## src/rtl/wdog_pair_pkg.sv

```systemverilog
package wdog_pair_pkg;
  localparam int unsigned DATA_W   = 8;
  localparam int unsigned ADDR_W   = 8;
  localparam int unsigned FLAG_BIT = 6;

  localparam logic [ADDR_W-1:0] ADDR_ARM  = 8'hA8;
  localparam logic [ADDR_W-1:0] ADDR_RUN  = 8'hB8;
  localparam logic [ADDR_W-1:0] ADDR_STAT = 8'hA9;

  typedef enum logic [1:0] {
    TGT_NONE = 2'd0,
    TGT_ARM  = 2'd1,
    TGT_RUN  = 2'd2,
    TGT_STAT = 2'd3
  } wr_tgt_e;

  typedef struct packed {
    logic              valid;
    wr_tgt_e           tgt;
    logic [DATA_W-1:0] mask;
    logic [DATA_W-1:0] data;
  } wr_cmd_t;

  function automatic wr_tgt_e addr_to_tgt(input logic [ADDR_W-1:0] a);
    wr_tgt_e t;
    case (a)
      ADDR_ARM:  t = TGT_ARM;
      ADDR_RUN:  t = TGT_RUN;
      ADDR_STAT: t = TGT_STAT;
      default:   t = TGT_NONE;
    endcase
    return t;
  endfunction
endpackage

```

## src/rtl/wdog_wr_decode.sv

```systemverilog
module wdog_wr_decode
  import wdog_pair_pkg::*;
(
  input  logic              byte_we,
  input  logic [ADDR_W-1:0] byte_addr,
  input  logic [DATA_W-1:0] byte_data,
  input  logic              bit_we,
  input  logic [ADDR_W-1:0] bit_addr,
  input  logic              bit_val,
  output wr_cmd_t           cmd
);
  localparam int unsigned IDX_W = $clog2(DATA_W);

  logic [ADDR_W-1:0] bit_base;
  wr_tgt_e           byte_tgt;
  wr_tgt_e           bit_tgt;
  logic [DATA_W-1:0] bit_mask;

  always_comb begin
    bit_base = {bit_addr[ADDR_W-1:IDX_W], {IDX_W{1'b0}}};
    byte_tgt = addr_to_tgt(byte_addr);
    bit_tgt  = addr_to_tgt(bit_base);
    bit_mask = '0;
    bit_mask[bit_addr[IDX_W-1:0]] = 1'b1;
  end

  // Byte writes win over a simultaneous bit write; only the two
  // byte addresses on an 8-byte boundary accept bit writes.
  always_comb begin
    cmd = '0;
    if (byte_we) begin
      cmd.tgt   = byte_tgt;
      cmd.valid = (byte_tgt != TGT_NONE);
      cmd.mask  = '1;
      cmd.data  = byte_data;
    end else if (bit_we) begin
      cmd.tgt   = bit_tgt;
      cmd.valid = (bit_tgt == TGT_ARM) || (bit_tgt == TGT_RUN);
      cmd.mask  = bit_mask;
      cmd.data  = {DATA_W{bit_val}} & bit_mask;
    end
  end
endmodule

```

## src/rtl/wdog_ctrl_regs.sv

```systemverilog
module wdog_ctrl_regs
  import wdog_pair_pkg::*;
(
  input  logic              clk,
  input  logic              rst_n,
  input  wr_cmd_t           cmd,
  input  logic              blocked,
  input  logic              running,
  input  logic              ovf,
  input  logic [ADDR_W-1:0] rd_addr,
  output logic [DATA_W-1:0] rd_data,
  output logic              start_req,
  output logic              refresh_req,
  output logic              wr_acc,
  output logic              arm_set,
  output logic              arm_q,
  output logic              stat_flag
);
  logic [DATA_W-1:0] arm_reg_q,  arm_reg_d;
  logic [DATA_W-1:0] run_reg_q,  run_reg_d;
  logic [DATA_W-1:0] stat_reg_q, stat_reg_d;
  logic              run_set;

  function automatic logic [DATA_W-1:0] merge(input logic [DATA_W-1:0] old_v,
                                              input logic [DATA_W-1:0] msk,
                                              input logic [DATA_W-1:0] val);
    return (old_v & ~msk) | (val & msk);
  endfunction

  always_comb begin
    wr_acc      = cmd.valid && !blocked;
    arm_set     = wr_acc && (cmd.tgt == TGT_ARM) && cmd.mask[FLAG_BIT] && cmd.data[FLAG_BIT];
    run_set     = wr_acc && (cmd.tgt == TGT_RUN) && cmd.mask[FLAG_BIT] && cmd.data[FLAG_BIT];
    arm_q       = arm_reg_q[FLAG_BIT];
    stat_flag   = stat_reg_q[FLAG_BIT];
    start_req   = run_set && !running;
    refresh_req = run_set && running && arm_q;
  end

  always_comb begin
    arm_reg_d  = arm_reg_q;
    run_reg_d  = run_reg_q;
    stat_reg_d = stat_reg_q;
    if (ovf) begin
      arm_reg_d = '0;
      run_reg_d = '0;
      stat_reg_d[FLAG_BIT] = 1'b1;
    end else if (wr_acc) begin
      case (cmd.tgt)
        TGT_ARM:  arm_reg_d  = merge(arm_reg_q,  cmd.mask, cmd.data);
        TGT_RUN:  run_reg_d  = merge(run_reg_q,  cmd.mask, cmd.data);
        TGT_STAT: stat_reg_d = merge(stat_reg_q, cmd.mask, cmd.data);
        default:  ;
      endcase
      // Arm holds only until the next accepted write of any kind.
      arm_reg_d[FLAG_BIT] = arm_set;
      // Run state lives in the counter; the stored bit stays zero.
      run_reg_d[FLAG_BIT] = 1'b0;
    end
  end

  always_ff @(posedge clk or negedge rst_n) begin
    if (!rst_n) begin
      arm_reg_q  <= '0;
      run_reg_q  <= '0;
      stat_reg_q <= '0;
    end else begin
      arm_reg_q  <= arm_reg_d;
      run_reg_q  <= run_reg_d;
      stat_reg_q <= stat_reg_d;
    end
  end

  always_comb begin
    case (rd_addr)
      ADDR_ARM:  rd_data = arm_reg_q;
      ADDR_RUN:  rd_data = run_reg_q | (DATA_W'(running) << FLAG_BIT);
      ADDR_STAT: rd_data = stat_reg_q;
      default:   rd_data = '0;
    endcase
  end
endmodule

```

## src/rtl/wdog_counter.sv

```systemverilog
module wdog_counter #(
  parameter int unsigned CNT_W = 16
) (
  input  logic             clk,
  input  logic             rst_n,
  input  logic             tick,
  input  logic             start_req,
  input  logic             refresh_req,
  input  logic [CNT_W-1:0] reload_value,
  output logic             running,
  output logic             ovf
);
  localparam logic [CNT_W-1:0] CNT_MAX = '1;

  logic [CNT_W-1:0] cnt_q, cnt_d;
  logic             run_d;
  logic             load;
  logic             adv;

  always_comb begin
    load  = start_req || refresh_req;
    adv   = running && tick;
    // A service landing on the final tick still saves the timer.
    ovf   = adv && (cnt_q == CNT_MAX) && !load;
    run_d = running;
    cnt_d = cnt_q;
    if (ovf) begin
      run_d = 1'b0;
      cnt_d = '0;
    end else if (load) begin
      run_d = 1'b1;
      cnt_d = reload_value;
    end else if (adv) begin
      cnt_d = cnt_q + 1'b1;
    end
  end

  always_ff @(posedge clk or negedge rst_n) begin
    if (!rst_n) begin
      running <= 1'b0;
      cnt_q   <= '0;
    end else begin
      running <= run_d;
      cnt_q   <= cnt_d;
    end
  end
endmodule

```

## src/rtl/wdog_rst_pulse.sv

```systemverilog
module wdog_rst_pulse #(
  parameter int unsigned PULSE_CYCLES = 4
) (
  input  logic clk,
  input  logic rst_n,
  input  logic fire,
  output logic active
);
  localparam int unsigned CW = $clog2(PULSE_CYCLES + 1);

  logic [CW-1:0] left_q, left_d;

  always_comb begin
    left_d = left_q;
    if (fire)
      left_d = CW'(PULSE_CYCLES);
    else if (left_q != '0)
      left_d = left_q - 1'b1;
    active = (left_q != '0);
  end

  always_ff @(posedge clk or negedge rst_n) begin
    if (!rst_n) left_q <= '0;
    else        left_q <= left_d;
  end
endmodule

```

## src/rtl/wdog_pair_refresh.sv

```systemverilog
module wdog_pair_refresh
  import wdog_pair_pkg::*;
#(
  parameter int unsigned CNT_W      = 16,
  parameter int unsigned RST_CYCLES = 4
) (
  input  logic              clk,
  input  logic              por_n,
  input  logic              tick,
  input  logic [CNT_W-1:0]  reload_value,
  input  logic              byte_we,
  input  logic [ADDR_W-1:0] wr_addr,
  input  logic [DATA_W-1:0] wr_data,
  input  logic              bit_we,
  input  logic [ADDR_W-1:0] bit_addr,
  input  logic              bit_val,
  input  logic [ADDR_W-1:0] rd_addr,
  output logic [DATA_W-1:0] rd_data,
  output logic              wd_rst_req
);
  logic [1:0] por_sync_q;
  logic       rst_n_sync;
  wr_cmd_t    cmd;
  logic       start_req, refresh_req, wr_acc, arm_set, arm_q, stat_flag;
  logic       running, ovf;

  // Asynchronous assert, synchronous release.
  always_ff @(posedge clk or negedge por_n) begin
    if (!por_n) por_sync_q <= '0;
    else        por_sync_q <= {por_sync_q[0], 1'b1};
  end
  assign rst_n_sync = por_sync_q[1];

  wdog_wr_decode u_dec (
    .byte_we   (byte_we),
    .byte_addr (wr_addr),
    .byte_data (wr_data),
    .bit_we    (bit_we),
    .bit_addr  (bit_addr),
    .bit_val   (bit_val),
    .cmd       (cmd)
  );

  wdog_ctrl_regs u_regs (
    .clk         (clk),
    .rst_n       (rst_n_sync),
    .cmd         (cmd),
    .blocked     (wd_rst_req),
    .running     (running),
    .ovf         (ovf),
    .rd_addr     (rd_addr),
    .rd_data     (rd_data),
    .start_req   (start_req),
    .refresh_req (refresh_req),
    .wr_acc      (wr_acc),
    .arm_set     (arm_set),
    .arm_q       (arm_q),
    .stat_flag   (stat_flag)
  );

  wdog_counter #(.CNT_W(CNT_W)) u_cnt (
    .clk          (clk),
    .rst_n        (rst_n_sync),
    .tick         (tick),
    .start_req    (start_req),
    .refresh_req  (refresh_req),
    .reload_value (reload_value),
    .running      (running),
    .ovf          (ovf)
  );

  wdog_rst_pulse #(.PULSE_CYCLES(RST_CYCLES)) u_pulse (
    .clk    (clk),
    .rst_n  (rst_n_sync),
    .fire   (ovf),
    .active (wd_rst_req)
  );
endmodule

```

## config.mk

```make
export PLATFORM = sky130hd
export DESIGN_NAME = wdog_pair_refresh
export DESIGN_NICKNAME = d
export VERILOG_FILES = /design/src/rtl/wdog_pair_pkg.sv /design/src/rtl/wdog_wr_decode.sv /design/src/rtl/wdog_ctrl_regs.sv /design/src/rtl/wdog_counter.sv /design/src/rtl/wdog_rst_pulse.sv /design/src/rtl/wdog_pair_refresh.sv
export SDC_FILE = /design/constraint.sdc
export NUM_CORES = 1
export LEC_CHECK = 0
export BUFFER_PORTS_ARGS = -buffer_cell sky130_fd_sc_hd__clkbuf_2
export CORE_ASPECT_RATIO = 0.7
export CORE_MARGIN = 4
export CORE_UTILIZATION = 31
export CTS_BUF_LIST = sky130_fd_sc_hd__clkbuf_2 sky130_fd_sc_hd__clkbuf_4 sky130_fd_sc_hd__clkbuf_8
export CTS_CLUSTER_SIZE = 24
export DETAILED_ROUTE_END_ITERATION = 8
export GPL_TIMING_DRIVEN = 0
export PLACE_DENSITY_LB_ADDON = 0.15
export SYNTH_ARGS = -nofsm -noshare
export SYNTH_HDL_FRONTEND = slang
export SYNTH_HIERARCHICAL = 1
export SYNTH_SLANG_ARGS = --single-unit
```

## constraint.sdc

```tcl
create_clock -name clk -period 1.8 [get_ports clk]
set_input_delay 0.27 -clock clk [delete_from_list [all_inputs] [get_ports clk]]
set_output_delay 0.27 -clock clk [all_outputs]
set_load 0.05 [all_outputs]
```

After elaboration in Yosys (flattened, before gate mapping)
Index checks and enable logic that the tools add are counted.
{ "totals": {"reg_bits": 46, "in_bits": 54, "output_inout_bits": 9, "elab_cells": 94} }
{ "op_classes": {"add_sub_neg": 2, "order_cmp": 2, "n_eq_ne": 14, "n_mux": 23, "bitwise": 11, "reduce_logical": 32} }
{ "op_table": {"columns": ["op", "n"], "rows": [
  ["$eq 8x8->1 const B", 6],
  ["$mux 16", 3],
  ["$mux 8", 6],
  ["$and 8x8->8", 5],
  ["$mux 19", 2],
  ["$or 8x8->8", 3],
  ["$pmux 8 s3", 1],
  ["$add 16x1->16 const B", 1],
  ["$eq 16x16->1 const B", 1],
  ["$logic_and 1x1->1", 14],
  ["$mux 7", 2],
  ["$reduce_bool 2->1", 7],
  ["$eq 5x5->1 const B", 2],
  ["$not 8->8", 1],
  ["$or 8x7->8", 1],
  ["$eq 2x2->1 const B", 3],
  ["$mux 3", 2],
  ["$pmux 2 s3", 1],
  ["$reduce_and 2->1", 3],
  ["$reduce_bool 3->1", 2],
  ["$eq 2x1->1 const B", 2],
  ["$lt 3x4->1 const B", 1],
  ["$mux 1", 4],
  ["$pmux 2 s2", 1],
  ["other kinds (7)", 10]
]} }

Depth between registers and ports, before layout
{ "logic_depth": {"word_depth": 18, "depth_mapped": 16, "mapped_depth_nobuf": 13} }

Hierarchy
Netlist, hierarchy kept.
{ "modules_own_cells": {"columns": ["mod", "n_inst", "cells_per_inst", "area_each_um2", "seq_area_each_um2"], "rows": [
  ["wdog_ctrl_regs", 1, 135, 1421.4, 575.6],
  ["wdog_counter", 1, 118, 1116.1, 425.4],
  ["wdog_wr_decode", 1, 48, 351.6, 0.0],
  ["wdog_rst_pulse", 1, 16, 177.7, 75.1],
  ["wdog_pair_refresh", 1, 3, 53.8, 50.0]
]} }

Worst setup path before layout
Ideal clock, no wire load.
{ "synth_path": {"path_type": "input-to-reg", "from": "in bit_addr[3]", "to": "reg with a tool-made name", "setup_ps": 125, "t_arrival_ps": 2730, "t_required_ps": 1675, "slack_ps": -1055, "path_stages": 14, "path_buffers": 3, "path_cell_list": "nor2b_1 nand4_1 ha_1 o32ai_1 and4bb_2 buf_2 nand3_1 nor2_1 nor2_1 and3_1 buf_4 clkbuf_1 nor3b_1 mux2_2"} }
{ "synth_rtl": {"columns": ["element", "line_no", "rtl"], "rows": [
  ["from (decl)", "wdog_pair_refresh.sv:15", "input logic [ADDR_W-1:0] bit_addr,"]
]} }

==> flow_summary.yaml <==
logic_synthesis:
  ys_ff_latch: 45
  synth_area_sq_um: 3120
  synth_top_area_share: 0.3609
  synth_area_leader_cell: "dfrtp_1"
  ys_types: 64
  synthFlopType: "dfrtp_1"
  synth.area.top_cells: "dfrtp_1, mux2i_1, mux2_2"
  synth_edf_count: 0
  yosys_warnings: 6
  seq_area_frac_synth: 0.3609
  syn_area_per_cell_sq_um: 9.752
  synthCells: 320
  async_flop_share: 1.000
  syn_nets: 378
pwr:
  max-vdd-ir-drop_uv: 399.6
  leakage_nw: 2.019
  p_per_area_nw_per_um2: 552.7
sta:
  fin_ws_ns: -0.5433
  fin_crit_sh: 1.302
  holdWs_ns: 0.1441
  setup_viol: 43
  rsz0062_at_grt: "yes"
  maxSlewHeadroom: 0.6542
  final_hold_viol_count: 0
  fmax_ghz: 0.4267
  fin_skew_ns: 0.002771
  worst_pin_slew_ns: 0.5168
  slew_viol_final: 0
  fin_crit_ns: 2.343
finish:
  drive_above_1_share: 0.4976
  finalNonFillerCells: 544
  finish.net_count: 473
  multi_input_area_sq_um: 2276
  fill_cells: 923
  seq_area_sq_um: 1129
  area_growth_pct: 42.42
  antenna_cells: 0
worst_setup_path:
  rrSetupSlack_ns: -0.54
  start_kind: "register"
  cp_max_fo: 7
  path_class: "reg -> reg"
  cp.required_ns: 2.00
  arrival_ns: 2.54
  end_kind: "register"
detailed_routing:
  drt_iter0_drc: 129
  drt_pass1_iterations: 4
  routed_via_density: 5.107
  drc: 0
  ant_nets: 0
  routed_wl_mm: 9.134
  wl_per_cell_microns: 16.79
  vias: 2778
placed_design:
  place.gp.congestion: 0.8105
  port_buffers: 58
  dp_hpwl_mm: 6.393
  dp_worst_setup_slack_ns: -1.283
  dp_cells: 507
global_route:
  grt_pass1_wl_mm: 14.94
  grt-ovfl-total: 0
  grt_start_max_net_pins: 35
  grt_usage: 0.1602
  grt_pass1_vias: 2872
  grt_antenna_before_repair: 0
status:
  status: "complete, but fails checks"
  violations: "negative setup slack"
min_path:
  min_path_type: "reg -> async"
floorplan:
  die_h_microns: 91.94
  ios: 63
  dieArea_sq_um: 11760
  die_w_microns: 127.9
  start_util: 0.3197
  coreArea_sq_um: 9759
  rows: 30
clock_network:
  cts_tree: "done"
  clockBufferDepth: 2
  insertion_delay_ns: 0.31
  cts_max_level: 2
  numCtsBuffers: 5
  clk_pin_slew_worst_paths_ns: 0.09
  cts-root-buf: "clkbuf_8"
  clock-sinks: 45
flow_run:
  drv_cap: 0
## cell families after synthesis
kind of cell               after synthesis  synth area share
buffers and inverters                   22           0.03328
muxes                                   34            0.1155
DFF                                     45            0.3609
other                                    1          0.001202
adders and majority gates                4           0.01604
xor gates and xnor gates                12           0.03368
AOI/OAI and AO/OA                       49            0.1271
and+or+nand+nor                        153            0.3124
## critical path, stage by stage (launching register included)
cell and delay (ns):
dfrtp_1 0.39, inv_2 0.08, ha_4 0.15, nand2b_4 0.06, and4bb_2 0.34, nand3_4 0.11, nor2_4 0.15, nor2_4 0.05
and3_4 0.19, clkbuf_16 0.17, nor3b_4 0.20, mux2_4 0.32
## synthesized netlist by cell type (all sizes together), types with 2 or more instances
master	n
nor3b	12
a22o	3
a31o	5
a21o	3
dfrtp	45
xor2	3
and3	3
clkbuf	10
nor3	5
mux2i	18
nand2b	25
nor2	20
and2b	3
nor2b	7
buf	8
nand3	12
mux2	16
ha	4
o21ai	11
a32o	8
nand2	38
nand4	6
nand4b	2
nor4	5
and2	7
a211oi	4
o31ai	5
a32oi	2
and4bb	2
inv	4
xnor2	9
## final timing paths
check,start,endpoint,depth (start not counted)
min in group clk,reload_value[2],u_cnt/cnt_q[2],3
max reg2reg,u_pulse/left_q[1],register,11
max in group asynchronous,por_sync_q[1],u_cnt/running,1
min reg2reg,por_sync_q[1],u_regs/run_reg_q[3],0
max,u_pulse/left_q[1],register,11
min,por_sync_q[1],u_regs/run_reg_q[3],0
## cell type report
type,instances,share of cell area
inverter,4,0.003378
tap,128,0.03604
timing repair buffer,91,0.1394
clock inverter,2,0.002252
sequential,45,0.2539
buffer,14,0.03575
multi-input combinational,254,0.5121
clock buffer,6,0.01717
## power breakdown
part	switching, mW	internal (mW)	leakage (nW)
Clock	0.374	0.285	0.0484
Combinational	0.262	0.304	1.37
Sequential	0.143	1.09	0.596
## layer usage
layer | vias up | global-route usage | part of all wire | wire [microns]
li1 | 1350 | - | - | -
met1 | 1376 | 0.2447 | 0.51 | 4692
met2 | 44 | 0.2300 | 0.44 | 4043
met3 | 8 | 0.03143 | 0.034 | 312
met4 | 0 | 0.03799 | 0.0094 | 86
met5 | - | 0 | 0 | 0
## stage by stage
stage	total power [mW]	area, sq um	utilization	TNS, ns
6_report	2.456	4444	0.4554	-16.63
5_1_grt	2.604	4444	0.4554	-20.61
4_1_cts	2.450	4308	0.4414	-21.16
3_5_place_dp	1.650	3721	0.3813	-46.63
3_3_place_gp	1.634	3700	0.3791	-55.36
2_1_floorplan	1.488	3249	-	-27.60
## timing repair
| item | 4_1_cts | 5_1_grt |
|---|---|---|
| endpoints found under the setup margin | 49 | 48 |
| endpoints found under the hold margin | 2 | 0 |
| setup buffers | 19 | 11 |
| cloned | 4 | 0 |
| gates resized for setup | 67 | 30 |
| pin swaps | 24 | 14 |
| hold buffers | 1 | 0 |
## layout by cell type (no fill, tap or decap), drive strengths merged, types with 5 or more instances in the layout
master	instances
a31o	5
a32o	8
and2	7
buf	42
clkbuf	68
dfrtp	45
mux2	16
mux2i	18
nand2	38
nand2b	25
nand3	12
nand4	6
nor2	20
nor2b	7
nor3	5
nor3b	12
nor4	5
o21ai	11
o31ai	5
xnor2	9
No activity file was read; power rests on OpenSTA's default activity.
